--- src/rtl/sram_ctrl_pkg.sv ---
`timescale 1ns/1ps
package sram_ctrl_pkg;

  typedef enum logic [2:0] {
    ST_IDLE = 3'd0,
    ST_WR   = 3'd1,
    ST_WEND = 3'd2,
    ST_RD   = 3'd3,
    ST_TURN = 3'd4,
    ST_SBY  = 3'd5,
    ST_REC  = 3'd6
  } seq_state_e;

  // ceiling of ns / period, never below one cycle
  function automatic int unsigned ns_to_cyc(input int unsigned ns, input int unsigned per_ns);
    int unsigned c;
    c = (ns + per_ns - 1) / per_ns;
    if (c == 0) c = 1;
    return c;
  endfunction

  function automatic int unsigned max2(input int unsigned a, input int unsigned b);
    return (a > b) ? a : b;
  endfunction

endpackage

--- src/rtl/sram_ctrl_timer.sv ---
`timescale 1ns/1ps
module sram_ctrl_timer #(
  parameter int unsigned CNT_W = 4
) (
  input  logic             clk,
  input  logic             rst_n,
  input  logic             load,
  input  logic [CNT_W-1:0] load_val,
  output logic             done
);

  logic [CNT_W-1:0] cnt_q, cnt_d;
  logic             cnt_en;

  always_comb begin
    cnt_en = 1'b0;
    cnt_d  = cnt_q;
    if (load) begin
      cnt_en = 1'b1;
      cnt_d  = load_val;
    end else if (cnt_q != '0) begin
      cnt_en = 1'b1;
      cnt_d  = cnt_q - 1'b1;
    end
  end

  always_ff @(posedge clk or negedge rst_n) begin
    if (!rst_n)      cnt_q <= '0;
    else if (cnt_en) cnt_q <= cnt_d;
  end

  assign done = (cnt_q == '0);

endmodule

--- src/rtl/sram_ctrl_seq.sv ---
`timescale 1ns/1ps
module sram_ctrl_seq
  import sram_ctrl_pkg::*;
#(
  parameter int unsigned N_WP  = 7,
  parameter int unsigned N_RD  = 7,
  parameter int unsigned N_TA  = 4,
  parameter int unsigned N_REC = 7,
  parameter int unsigned CNT_W = 4
) (
  input  logic             clk,
  input  logic             rst_n,
  input  logic             req_valid,
  input  logic             req_write,
  input  logic             sby_req,
  input  logic             tmr_done,
  output logic             tmr_load,
  output logic [CNT_W-1:0] tmr_val,
  output logic             req_ready,
  output logic             accept,
  output logic             sample,
  output logic             mem_ce1_n,
  output logic             mem_ce2,
  output logic             mem_oe_n,
  output logic             mem_we_n,
  output logic             mem_dq_oe
);

  localparam int unsigned GAP_MAX = N_TA + 1;
  localparam int unsigned GW      = $clog2(GAP_MAX + 1);

  seq_state_e state_q, state_d;
  logic       sel_d, we_n_d, oe_n_d, dq_oe_d;

  assign req_ready = rst_n && (state_q == ST_IDLE) && !sby_req;
  assign accept    = req_ready && req_valid;
  assign sample    = (state_q == ST_RD) && tmr_done;

  // next state
  always_comb begin
    state_d  = state_q;
    tmr_load = 1'b0;
    tmr_val  = '0;
    unique case (state_q)
      ST_IDLE: begin
        if (sby_req) begin
          state_d = ST_SBY;
        end else if (accept) begin
          tmr_load = 1'b1;
          if (req_write) begin
            state_d = ST_WR;
            tmr_val = CNT_W'(N_WP - 1);
          end else begin
            state_d = ST_RD;
            tmr_val = CNT_W'(N_RD - 1);
          end
        end
      end
      ST_WR:   if (tmr_done) state_d = ST_WEND;
      ST_WEND: state_d = ST_IDLE;
      ST_RD: begin
        if (tmr_done) begin
          state_d  = ST_TURN;
          tmr_load = 1'b1;
          tmr_val  = CNT_W'(N_TA - 1);
        end
      end
      ST_TURN: if (tmr_done) state_d = ST_IDLE;
      ST_SBY: begin
        if (!sby_req) begin
          state_d  = ST_REC;
          tmr_load = 1'b1;
          tmr_val  = CNT_W'(N_REC - 1);
        end
      end
      ST_REC:  if (tmr_done) state_d = ST_IDLE;
      default: state_d = ST_IDLE;
    endcase
  end

  // pin decode of the next state, registered below
  always_comb begin
    sel_d   = (state_d == ST_WR) || (state_d == ST_WEND) || (state_d == ST_RD);
    we_n_d  = (state_d != ST_WR);
    oe_n_d  = (state_d != ST_RD);
    dq_oe_d = (state_d == ST_WR) || (state_d == ST_WEND);
  end

  always_ff @(posedge clk or negedge rst_n) begin
    if (!rst_n) begin
      state_q   <= ST_IDLE;
      mem_ce1_n <= 1'b1;
      mem_ce2   <= 1'b0;
      mem_we_n  <= 1'b1;
      mem_oe_n  <= 1'b1;
      mem_dq_oe <= 1'b0;
    end else begin
      state_q   <= state_d;
      mem_ce1_n <= !sel_d;
      mem_ce2   <= sel_d;
      mem_we_n  <= we_n_d;
      mem_oe_n  <= oe_n_d;
      mem_dq_oe <= dq_oe_d;
    end
  end

  // checker counter: cycles since output enable was last low
  logic [GW-1:0] gap_q;
  always_ff @(posedge clk or negedge rst_n) begin
    if (!rst_n)                    gap_q <= GW'(GAP_MAX);
    else if (!mem_oe_n)            gap_q <= '0;
    else if (gap_q != GW'(GAP_MAX)) gap_q <= gap_q + 1'b1;
  end


  sel_pair_chk: assert property (@(posedge clk) disable iff (!rst_n)
    mem_ce1_n == !mem_ce2);


  wr_end_sel_chk: assert property (@(posedge clk) disable iff (!rst_n)
    $rose(mem_we_n) |-> (!mem_ce1_n && mem_ce2 && mem_dq_oe));


  wr_oe_high_chk: assert property (@(posedge clk) disable iff (!rst_n)
    !mem_we_n |-> (mem_oe_n && mem_dq_oe && !mem_ce1_n));


  rd_pins_chk: assert property (@(posedge clk) disable iff (!rst_n)
    !mem_oe_n |-> (mem_we_n && !mem_dq_oe && !mem_ce1_n));


  turn_gap_chk: assert property (@(posedge clk) disable iff (!rst_n)
    mem_dq_oe |-> (gap_q >= GW'(N_TA)));


  ready_quiet_chk: assert property (@(posedge clk) disable iff (!rst_n)
    req_ready |-> (mem_we_n && mem_oe_n && !mem_dq_oe && mem_ce1_n));


  sby_desel_chk: assert property (@(posedge clk) disable iff (!rst_n)
    (state_q == ST_SBY) |-> (mem_ce1_n && !mem_ce2 && !req_ready));

endmodule

--- src/rtl/sram_ctrl_dpath.sv ---
`timescale 1ns/1ps
module sram_ctrl_dpath #(
  parameter int unsigned ADDR_W = 18,
  parameter int unsigned DATA_W = 8
) (
  input  logic              clk,
  input  logic              rst_n,
  input  logic              accept,
  input  logic              sample,
  input  logic [ADDR_W-1:0] req_addr,
  input  logic [DATA_W-1:0] req_wdata,
  input  logic [DATA_W-1:0] mem_dq_i,
  output logic [ADDR_W-1:0] mem_addr,
  output logic [DATA_W-1:0] mem_dq_o,
  output logic              rsp_valid,
  output logic [DATA_W-1:0] rsp_rdata
);

  logic [ADDR_W-1:0] addr_q;
  logic [DATA_W-1:0] wdata_q, rdata_q;
  logic              vld_q;

  always_ff @(posedge clk or negedge rst_n) begin
    if (!rst_n) begin
      addr_q  <= '0;
      wdata_q <= '0;
    end else if (accept) begin
      addr_q  <= req_addr;
      wdata_q <= req_wdata;
    end
  end

  always_ff @(posedge clk or negedge rst_n) begin
    if (!rst_n)      rdata_q <= '0;
    else if (sample) rdata_q <= mem_dq_i;
  end

  always_ff @(posedge clk or negedge rst_n) begin
    if (!rst_n) vld_q <= 1'b0;
    else        vld_q <= sample;
  end

  assign mem_addr  = addr_q;
  assign mem_dq_o  = wdata_q;
  assign rsp_valid = vld_q;
  assign rsp_rdata = rdata_q;


  rsp_pulse_chk: assert property (@(posedge clk) disable iff (!rst_n)
    rsp_valid |=> !rsp_valid);

endmodule

--- src/rtl/sram_ctrl.sv ---
`timescale 1ns/1ps
module sram_ctrl
  import sram_ctrl_pkg::*;
#(
  parameter int unsigned ADDR_W = 18,
  parameter int unsigned DATA_W = 8,
  parameter int unsigned CLK_NS = 8,
  parameter int unsigned T_WC   = 55,
  parameter int unsigned T_PWE  = 50,
  parameter int unsigned T_AW   = 45,
  parameter int unsigned T_SD   = 25,
  parameter int unsigned T_RC   = 55,
  parameter int unsigned T_AA   = 55,
  parameter int unsigned T_DOE  = 30,
  parameter int unsigned T_HZ   = 25
) (
  input  logic              clk,
  input  logic              rst_n,
  input  logic              req_valid,
  output logic              req_ready,
  input  logic              req_write,
  input  logic [ADDR_W-1:0] req_addr,
  input  logic [DATA_W-1:0] req_wdata,
  output logic              rsp_valid,
  output logic [DATA_W-1:0] rsp_rdata,
  input  logic              sby_req,
  output logic [ADDR_W-1:0] mem_addr,
  output logic [DATA_W-1:0] mem_dq_o,
  input  logic [DATA_W-1:0] mem_dq_i,
  output logic              mem_dq_oe,
  output logic              mem_ce1_n,
  output logic              mem_ce2,
  output logic              mem_oe_n,
  output logic              mem_we_n
);

  localparam int unsigned N_WP = max2(
    max2(ns_to_cyc(T_PWE, CLK_NS), ns_to_cyc(T_AW, CLK_NS)),
    max2(ns_to_cyc(T_SD, CLK_NS), max2(ns_to_cyc(T_WC, CLK_NS) - 1, 1)));
  localparam int unsigned N_RD = max2(
    max2(ns_to_cyc(T_AA, CLK_NS), ns_to_cyc(T_DOE, CLK_NS)), ns_to_cyc(T_RC, CLK_NS));
  localparam int unsigned N_TA  = ns_to_cyc(T_HZ, CLK_NS);
  localparam int unsigned N_REC = ns_to_cyc(T_RC, CLK_NS);
  localparam int unsigned N_MAX = max2(max2(N_WP, N_RD), max2(N_TA, N_REC));
  localparam int unsigned CNT_W = $clog2(N_MAX + 1);

  // reset: asserted at once, released through two flops
  logic [1:0] rst_pipe_q;
  logic       rst_sync_n;
  always_ff @(posedge clk or negedge rst_n) begin
    if (!rst_n) rst_pipe_q <= 2'b00;
    else        rst_pipe_q <= {rst_pipe_q[0], 1'b1};
  end
  assign rst_sync_n = rst_pipe_q[1];

  logic             tmr_load, tmr_done, accept, sample;
  logic [CNT_W-1:0] tmr_val;

  sram_ctrl_timer #(.CNT_W(CNT_W)) u_timer (
    .clk      (clk),
    .rst_n    (rst_sync_n),
    .load     (tmr_load),
    .load_val (tmr_val),
    .done     (tmr_done)
  );

  sram_ctrl_seq #(
    .N_WP (N_WP), .N_RD (N_RD), .N_TA (N_TA), .N_REC (N_REC), .CNT_W (CNT_W)
  ) u_seq (
    .clk       (clk),
    .rst_n     (rst_sync_n),
    .req_valid (req_valid),
    .req_write (req_write),
    .sby_req   (sby_req),
    .tmr_done  (tmr_done),
    .tmr_load  (tmr_load),
    .tmr_val   (tmr_val),
    .req_ready (req_ready),
    .accept    (accept),
    .sample    (sample),
    .mem_ce1_n (mem_ce1_n),
    .mem_ce2   (mem_ce2),
    .mem_oe_n  (mem_oe_n),
    .mem_we_n  (mem_we_n),
    .mem_dq_oe (mem_dq_oe)
  );

  sram_ctrl_dpath #(.ADDR_W(ADDR_W), .DATA_W(DATA_W)) u_dpath (
    .clk       (clk),
    .rst_n     (rst_sync_n),
    .accept    (accept),
    .sample    (sample),
    .req_addr  (req_addr),
    .req_wdata (req_wdata),
    .mem_dq_i  (mem_dq_i),
    .mem_addr  (mem_addr),
    .mem_dq_o  (mem_dq_o),
    .rsp_valid (rsp_valid),
    .rsp_rdata (rsp_rdata)
  );


  wr_hold_chk: assert property (@(posedge clk) disable iff (!rst_sync_n)
    (!mem_we_n && $past(!mem_we_n)) |-> ($stable(mem_addr) && $stable(mem_dq_o)));


  rst_idle_chk: assert property (@(posedge clk)
    !rst_sync_n |-> (!req_ready && !rsp_valid));

endmodule

--- config.mk ---
export PLATFORM = sky130hd
export DESIGN_NAME = sram_ctrl
export DESIGN_NICKNAME = d
export VERILOG_FILES = /design/src/rtl/sram_ctrl_pkg.sv /design/src/rtl/sram_ctrl_timer.sv /design/src/rtl/sram_ctrl_seq.sv /design/src/rtl/sram_ctrl_dpath.sv /design/src/rtl/sram_ctrl.sv
export SDC_FILE = /design/constraint.sdc
export NUM_CORES = 1
export LEC_CHECK = 0
export CAP_MARGIN = 10
export CORE_UTILIZATION = 40
export CTS_CLUSTER_DIAMETER = 150
export CTS_CLUSTER_SIZE = 20
export DETAILED_ROUTE_END_ITERATION = 10
export PLACE_DENSITY = 0.74
export SYNTH_ARGS = -nofsm -noshare
export SYNTH_HDL_FRONTEND = slang
export SYNTH_SLANG_ARGS = --single-unit
--- constraint.sdc ---
create_clock -name clk -period 2.22 [get_ports clk]
set_input_delay 0.444 -clock clk [delete_from_list [all_inputs] [get_ports clk]]
set_output_delay 0.444 -clock clk [all_outputs]
set_load 0.01 [all_outputs]
# --- After elaboration in Yosys (flattened, before gate mapping) ---
# Cells that the tools add are included.
# Widths: inputs -> output; s select.
totals:
  word_cells: 59
  ff_bits: 48
  in_bits: 39
classes:
  addsub: 1
  n_mux: 22
  reduce_logical: 14
  n_eq_ne: 10
ops:
  columns: ["op", "count"]
  rows:
  - ["$mux 3", 11]
  - ["$pmux 3 s5", 1]
  - ["$eq 3x2->1 const B", 3]
  - ["$eq 3x3->1 const B", 3]
  - ["$pmux 3 s3", 1]
  - ["$eq 3x1->1 const B", 2]
  - ["$logic_not 3->1", 2]
  - ["$mux 1", 6]
  - ["$logic_and 1x1->1", 4]
  - ["$mux 2", 2]
  - ["$ne 3x1->1 const B", 1]
  - ["$ne 3x2->1 const B", 1]
  - ["$pmux 1 s3", 1]
  - ["$reduce_bool 3->1", 1]
  - ["$sub 3x1->3 const B", 1]
  - ["$logic_not 1->1", 2]
  - ["$logic_or 1x1->1", 2]
  - ["$reduce_and 2->1", 1]
  - ["$reduce_bool 2->1", 1]
  - ["$reduce_or 2->1", 1]

# --- Depth between registers and ports, before layout ---
logic_depth:
  word_depth: 11
  ltp_mapped: 6
  ltp_nobuf: 5

# --- Cells and area by module ---
# Synthesis repeated with hierarchy kept, for this count alone.
hier_totals:
  hier_cells: 146
  area_unflattened_um2: 2153.3
modules_own_cells:
  columns: ["module", "area_per_inst_um2", "cells_each", "instances"]
  rows:
  - ["sram_ctrl_dpath", 1390.1, 73, 1]
  - ["sram_ctrl_seq", 508.0, 49, 1]
  - ["sram_ctrl_timer", 201.4, 21, 1]
  - ["sram_ctrl", 53.8, 3, 1]

# --- Worst setup path after synthesis ---
# Ideal clock, no wire load.
synth_timing:
  kind: "register to register"
  startpoint: "reg rst_pipe_q[1]"
  endpoint: "reg u_dpath.addr_q[10] (netlist: u_dpath.mem_addr[10])"
  arrival_ns: 2.540
  path_stages_with_launch: 5
  setup_slack_ns: -0.445
  required_time_ns: 2.095
  setup_time_ns: 0.125
  path_cell_list: "dfrtp_1 -> nand2_1 -> nor2_8 -> buf_12 -> mux2_4"
synth_between:
  elab_chain_len: 3
synth_lines:
  columns: ["item", "line", "text"]
  rows:
  - ["start: declaration", "sram_ctrl.sv:48", "logic [1:0] rst_pipe_q;"]
  - ["start signal: assignment", "sram_ctrl.sv:52", "else rst_pipe_q <= {rst_pipe_q[0], 1'b1};"]
  - ["$logic_and 1x1->1 (2 in series)", "sram_ctrl_seq.sv:35", "assign req_ready = rst_n && (state_q == ST_IDLE) && !sby_req;"]
  - ["$logic_and 1x1->1", "sram_ctrl_seq.sv:36", "assign accept = req_ready && req_valid;"]
  - ["end signal: assignment", "sram_ctrl_dpath.sv:28", "addr_q <= req_addr;"]
  - ["end: declaration", "sram_ctrl_dpath.sv:19", "logic [ADDR_W-1:0] addr_q;"]
# No other way between the ends.
# A chain may end at the register's enable or synchronous reset.

# --- Worst setup path in the final report ---
layout_timing:
  startpoint: "in sby_req"
  endpoint: "out req_ready"
layout_between:
  elab_chain_len: 2
layout_lines:
  columns: ["item", "line", "text"]
  rows:
  - ["start: declaration", "sram_ctrl.sv:26", "input logic sby_req,"]
  - ["$logic_not 1->1", "sram_ctrl_seq.sv:35", null]
  - ["$logic_and 1x1->1", "sram_ctrl_seq.sv:35", null]
  - ["end: declaration", "sram_ctrl.sv:20", "output logic req_ready,"]
# No other way between the ends.

==> impl_metrics.json <==
{
  "cts_sinks": 48,
  "end_kind": "output pin",
  "hold_viol_final": 0,
  "first_pass_iters": 4,
  "start_util_pct": 42.8,
  "drtAntennaViolNets": 0,
  "drive_above_1_share_pct": 26.3,
  "crit_buf_inv": 2,
  "preCtsSetupSlack_ns": -0.163,
  "placed_cell_area_um2": 3020,
  "synth-seq-cells": 48,
  "vias": 1410,
  "place_congestion": 0.834,
  "wirelength_um": 4130,
  "grt_pass1_wl_um": 6620,
  "worst_path_max_delay_cell": "or4_1",
  "core-area_um2": 4880,
  "ctsHoldBuffers": 0,
  "synthToLayoutAreaGrowth_pct": 48.9,
  "cts_root_buf": "clkbuf_8",
  "drc_errors": 0,
  "die_w_um": 74.2,
  "n_fill_cell": 400,
  "num_io_pins": 80,
  "yosys_warnings": 0,
  "portBuffers": 79,
  "power_leakage_nw": 1.38,
  "worstSetupPathType": "in -> out",
  "yosysSeqAreaShare_pct": 57.7,
  "grt_usage_pct": 16.0,
  "grt_max_degree": 35,
  "setup-violations-final": 0,
  "synth.avg_cell_area_um2": 14.6,
  "wl_per_cell_um": 13.6,
  "stdcell_area_um2": 3110,
  "path_clk_slew_ns": 0.09,
  "avgViaCountPerCell": 4.65,
  "fin_skew_ns": 0.00766,
  "drt_iter0_drc": 36,
  "max_freq_mhz": 475,
  "highest_layer": "met4",
  "slowest_delay_ns": 0.43,
  "postSynthNetCount": 184,
  "required_ns": 1.78,
  "met1_length_um": 1790,
  "syn_area_um2": 2090,
  "ys_types": 43,
  "fin_tns_setup_ns": 0,
  "finalWorstSetupSlack_ns": 0.113,
  "route.met3.wl_um": 363,
  "antenna_cells": 0,
  "status": "finished clean",
  "nets": 276,
  "cp_max_fo": 2,
  "overflow": 0,
  "cp.arrival_ns": 1.66,
  "crit_chain": "clkdlybuf4s50_1, or4_1, nor2_1, dlygate4sd2_1",
  "rsz0062_at_grt": "false",
  "dp_hpwl_um": 3060,
  "finalCriticalPeriod_ns": 2.11,
  "cts_tree": "yes",
  "clk_path_buf_depth": 2,
  "finalMaxSlewViolations": 0,
  "final_common_cell": "clkdlybuf4s50_1",
  "powerDensity_nw_per_um2": 1160,
  "drv_cap": 0,
  "final_cell_mix": "clkdlybuf4s50_1, dfrtp_1, mux2_4",
  "die-area_um2": 5510,
  "peakVddDrop_mv": 0.538,
  "cts_made_buffers": 5,
  "whs_ns": 0.120,
  "htreeDepth": 2,
  "antenna_found_initial": 0,
  "hold_path.class": "reg -> async",
  "met2_length_um": 1940,
  "grt_pass1_vias": 1470,
  "rows": 25,
  "die_h_um": 74.2,
  "crit_family": "buffers and inverters",
  "worstSetupStartpointType": "primary input",
  "clk_latency_ns": 0.30,
  "min_period_over_period_pct": 94.9,
  "netlist_instances": 143
}
[power by group]
part           switching [mW]  internal, mW  total (mW)
Clock                   0.280         0.253       0.533
Sequential              0.175          1.23        1.41
Combinational           0.595          1.07        1.67
[routing by layer]
metal	track usage (%)	vias up
li1	-	676
met1	19.0	674
met2	26.5	55
met3	7.18	5
met4	4.61	0
met5	0	-
[through the flow]
| step | cells | power, mW | util, % |
|---|---|---|---|
| 2_1_floorplan | 143 | 2.29 | - |
| 3_3_place_gp | 295 | 3.07 | 61.8 |
| 3_5_place_dp | 295 | 3.11 | 61.8 |
| 4_1_cts | 303 | 3.66 | 63.7 |
| 5_1_grt | 303 | 3.85 | 63.7 |
| 6_report | 303 | 3.61 | 63.7 |
[area by class of cell]
type / count / area [um2] / share of cell area, %
clock buffer: 7 / 86.3 / 2.78
clock inverter: 1 / 7.51 / 0.242
inverter: 7 / 26.3 / 0.845
timing repair buffer: 92 / 912 / 29.3
multi-input combinational: 81 / 786 / 25.3
sequential: 48 / 1210 / 38.8
tap: 67 / 83.8 / 2.70
[cell families (layout without fill, tap and decap cells)]
family                     after synthesis  count (layout)  share of synthesized area, %
muxes                                   35              35                          22.2
other                                    1               1                         0.180
AOI/OAI and AO/OA                       14              14                          5.22
buffers and inverters                   14             107                          4.62
DFF                                     48              48                          57.7
adders and majority gates                2               2                          1.20
xor gates and xnor gates                 2               2                         0.839
and+or+nand+nor                         27              27                          7.97
[state kept, by name (all words and copies together) (netlist names), 2 cells and up]
signal / flops
rst_pipe_q: 2
u_dpath.mem_addr: 18
u_dpath.mem_dq_o: 8
u_dpath.rsp_rdata: 8
u_timer.cnt_q: 3
u_seq.state_q: 3
[timing repair]
action / in CTS / in global routing
gates resized for setup: 1 / 0
endpoints found under the setup margin: 1 / 0
buffers inserted: 0 / 0
[final timing paths]
check                                                start                          endpoint  slack [ns]  cells after the start
min in group clk                   rst_pipe_q[0]$_DFF_PN0_           rst_pipe_q[1]$_DFF_PN0_        0.36                      0
worst min-delay path               rst_pipe_q[1]$_DFF_PN0_        u_seq.state_q[0]$_DFF_PN0_        0.12                      0
worst min register to register     rst_pipe_q[1]$_DFF_PN0_        u_seq.state_q[0]$_DFF_PN0_        0.12                      0
worst max register to register  u_seq.state_q[0]$_DFF_PN0_   u_dpath.mem_dq_o[1]$_DFFE_PN0P_        0.38                      5
worst max-delay path                               sby_req                         req_ready        0.11                      4
max in group asynchronous          rst_pipe_q[1]$_DFF_PN0_  u_dpath.rsp_rdata[1]$_DFFE_PN0P_        1.44                      1
[Yosys cell counts]
master | number | area, um2
nand2b_1 | 3 | 18.8
ha_1 | 2 | 25.0
nand3_1 | 3 | 15.0
dfrtp_1 | 45 | 1130
a211o_1 | 1 | 8.76
o22ai_1 | 1 | 6.26
o21ai_0 | 1 | 5.00
or2_2 | 1 | 6.26
inv_1 | 7 | 26.3
o21bai_1 | 1 | 7.51
mux2_4 | 19 | 285
o21a_1 | 1 | 7.51
a21bo_2 | 1 | 10.0
xor2_1 | 1 | 8.76
a221oi_1 | 1 | 8.76
o211ai_1 | 1 | 7.51
clkbuf_1 | 1 | 3.75
mux2_2 | 15 | 169
a211oi_1 | 1 | 7.51
or3_1 | 1 | 6.26
xnor2_1 | 1 | 8.76
o32ai_1 | 1 | 8.76
nor2_8 | 1 | 20.0
conb_1 | 1 | 3.75
and2b_1 | 1 | 7.51
nor3_1 | 1 | 5.00
a21oi_1 | 1 | 5.00
mux2i_1 | 1 | 10.0
o31ai_1 | 1 | 7.51
nor2_1 | 5 | 18.8
buf_12 | 2 | 40.0
buf_6 | 1 | 11.3
buf_2 | 3 | 15.0
a311o_1 | 1 | 10.0
nor2b_1 | 2 | 12.5
a31o_2 | 1 | 8.76
dfstp_2 | 3 | 78.8
nor3b_1 | 1 | 7.51
nand4bb_1 | 1 | 11.3
nand2_1 | 3 | 11.3
and2_1 | 1 | 6.26
and3_1 | 2 | 12.5
or4_1 | 1 | 7.51
(Power assumes the default switching activity.)
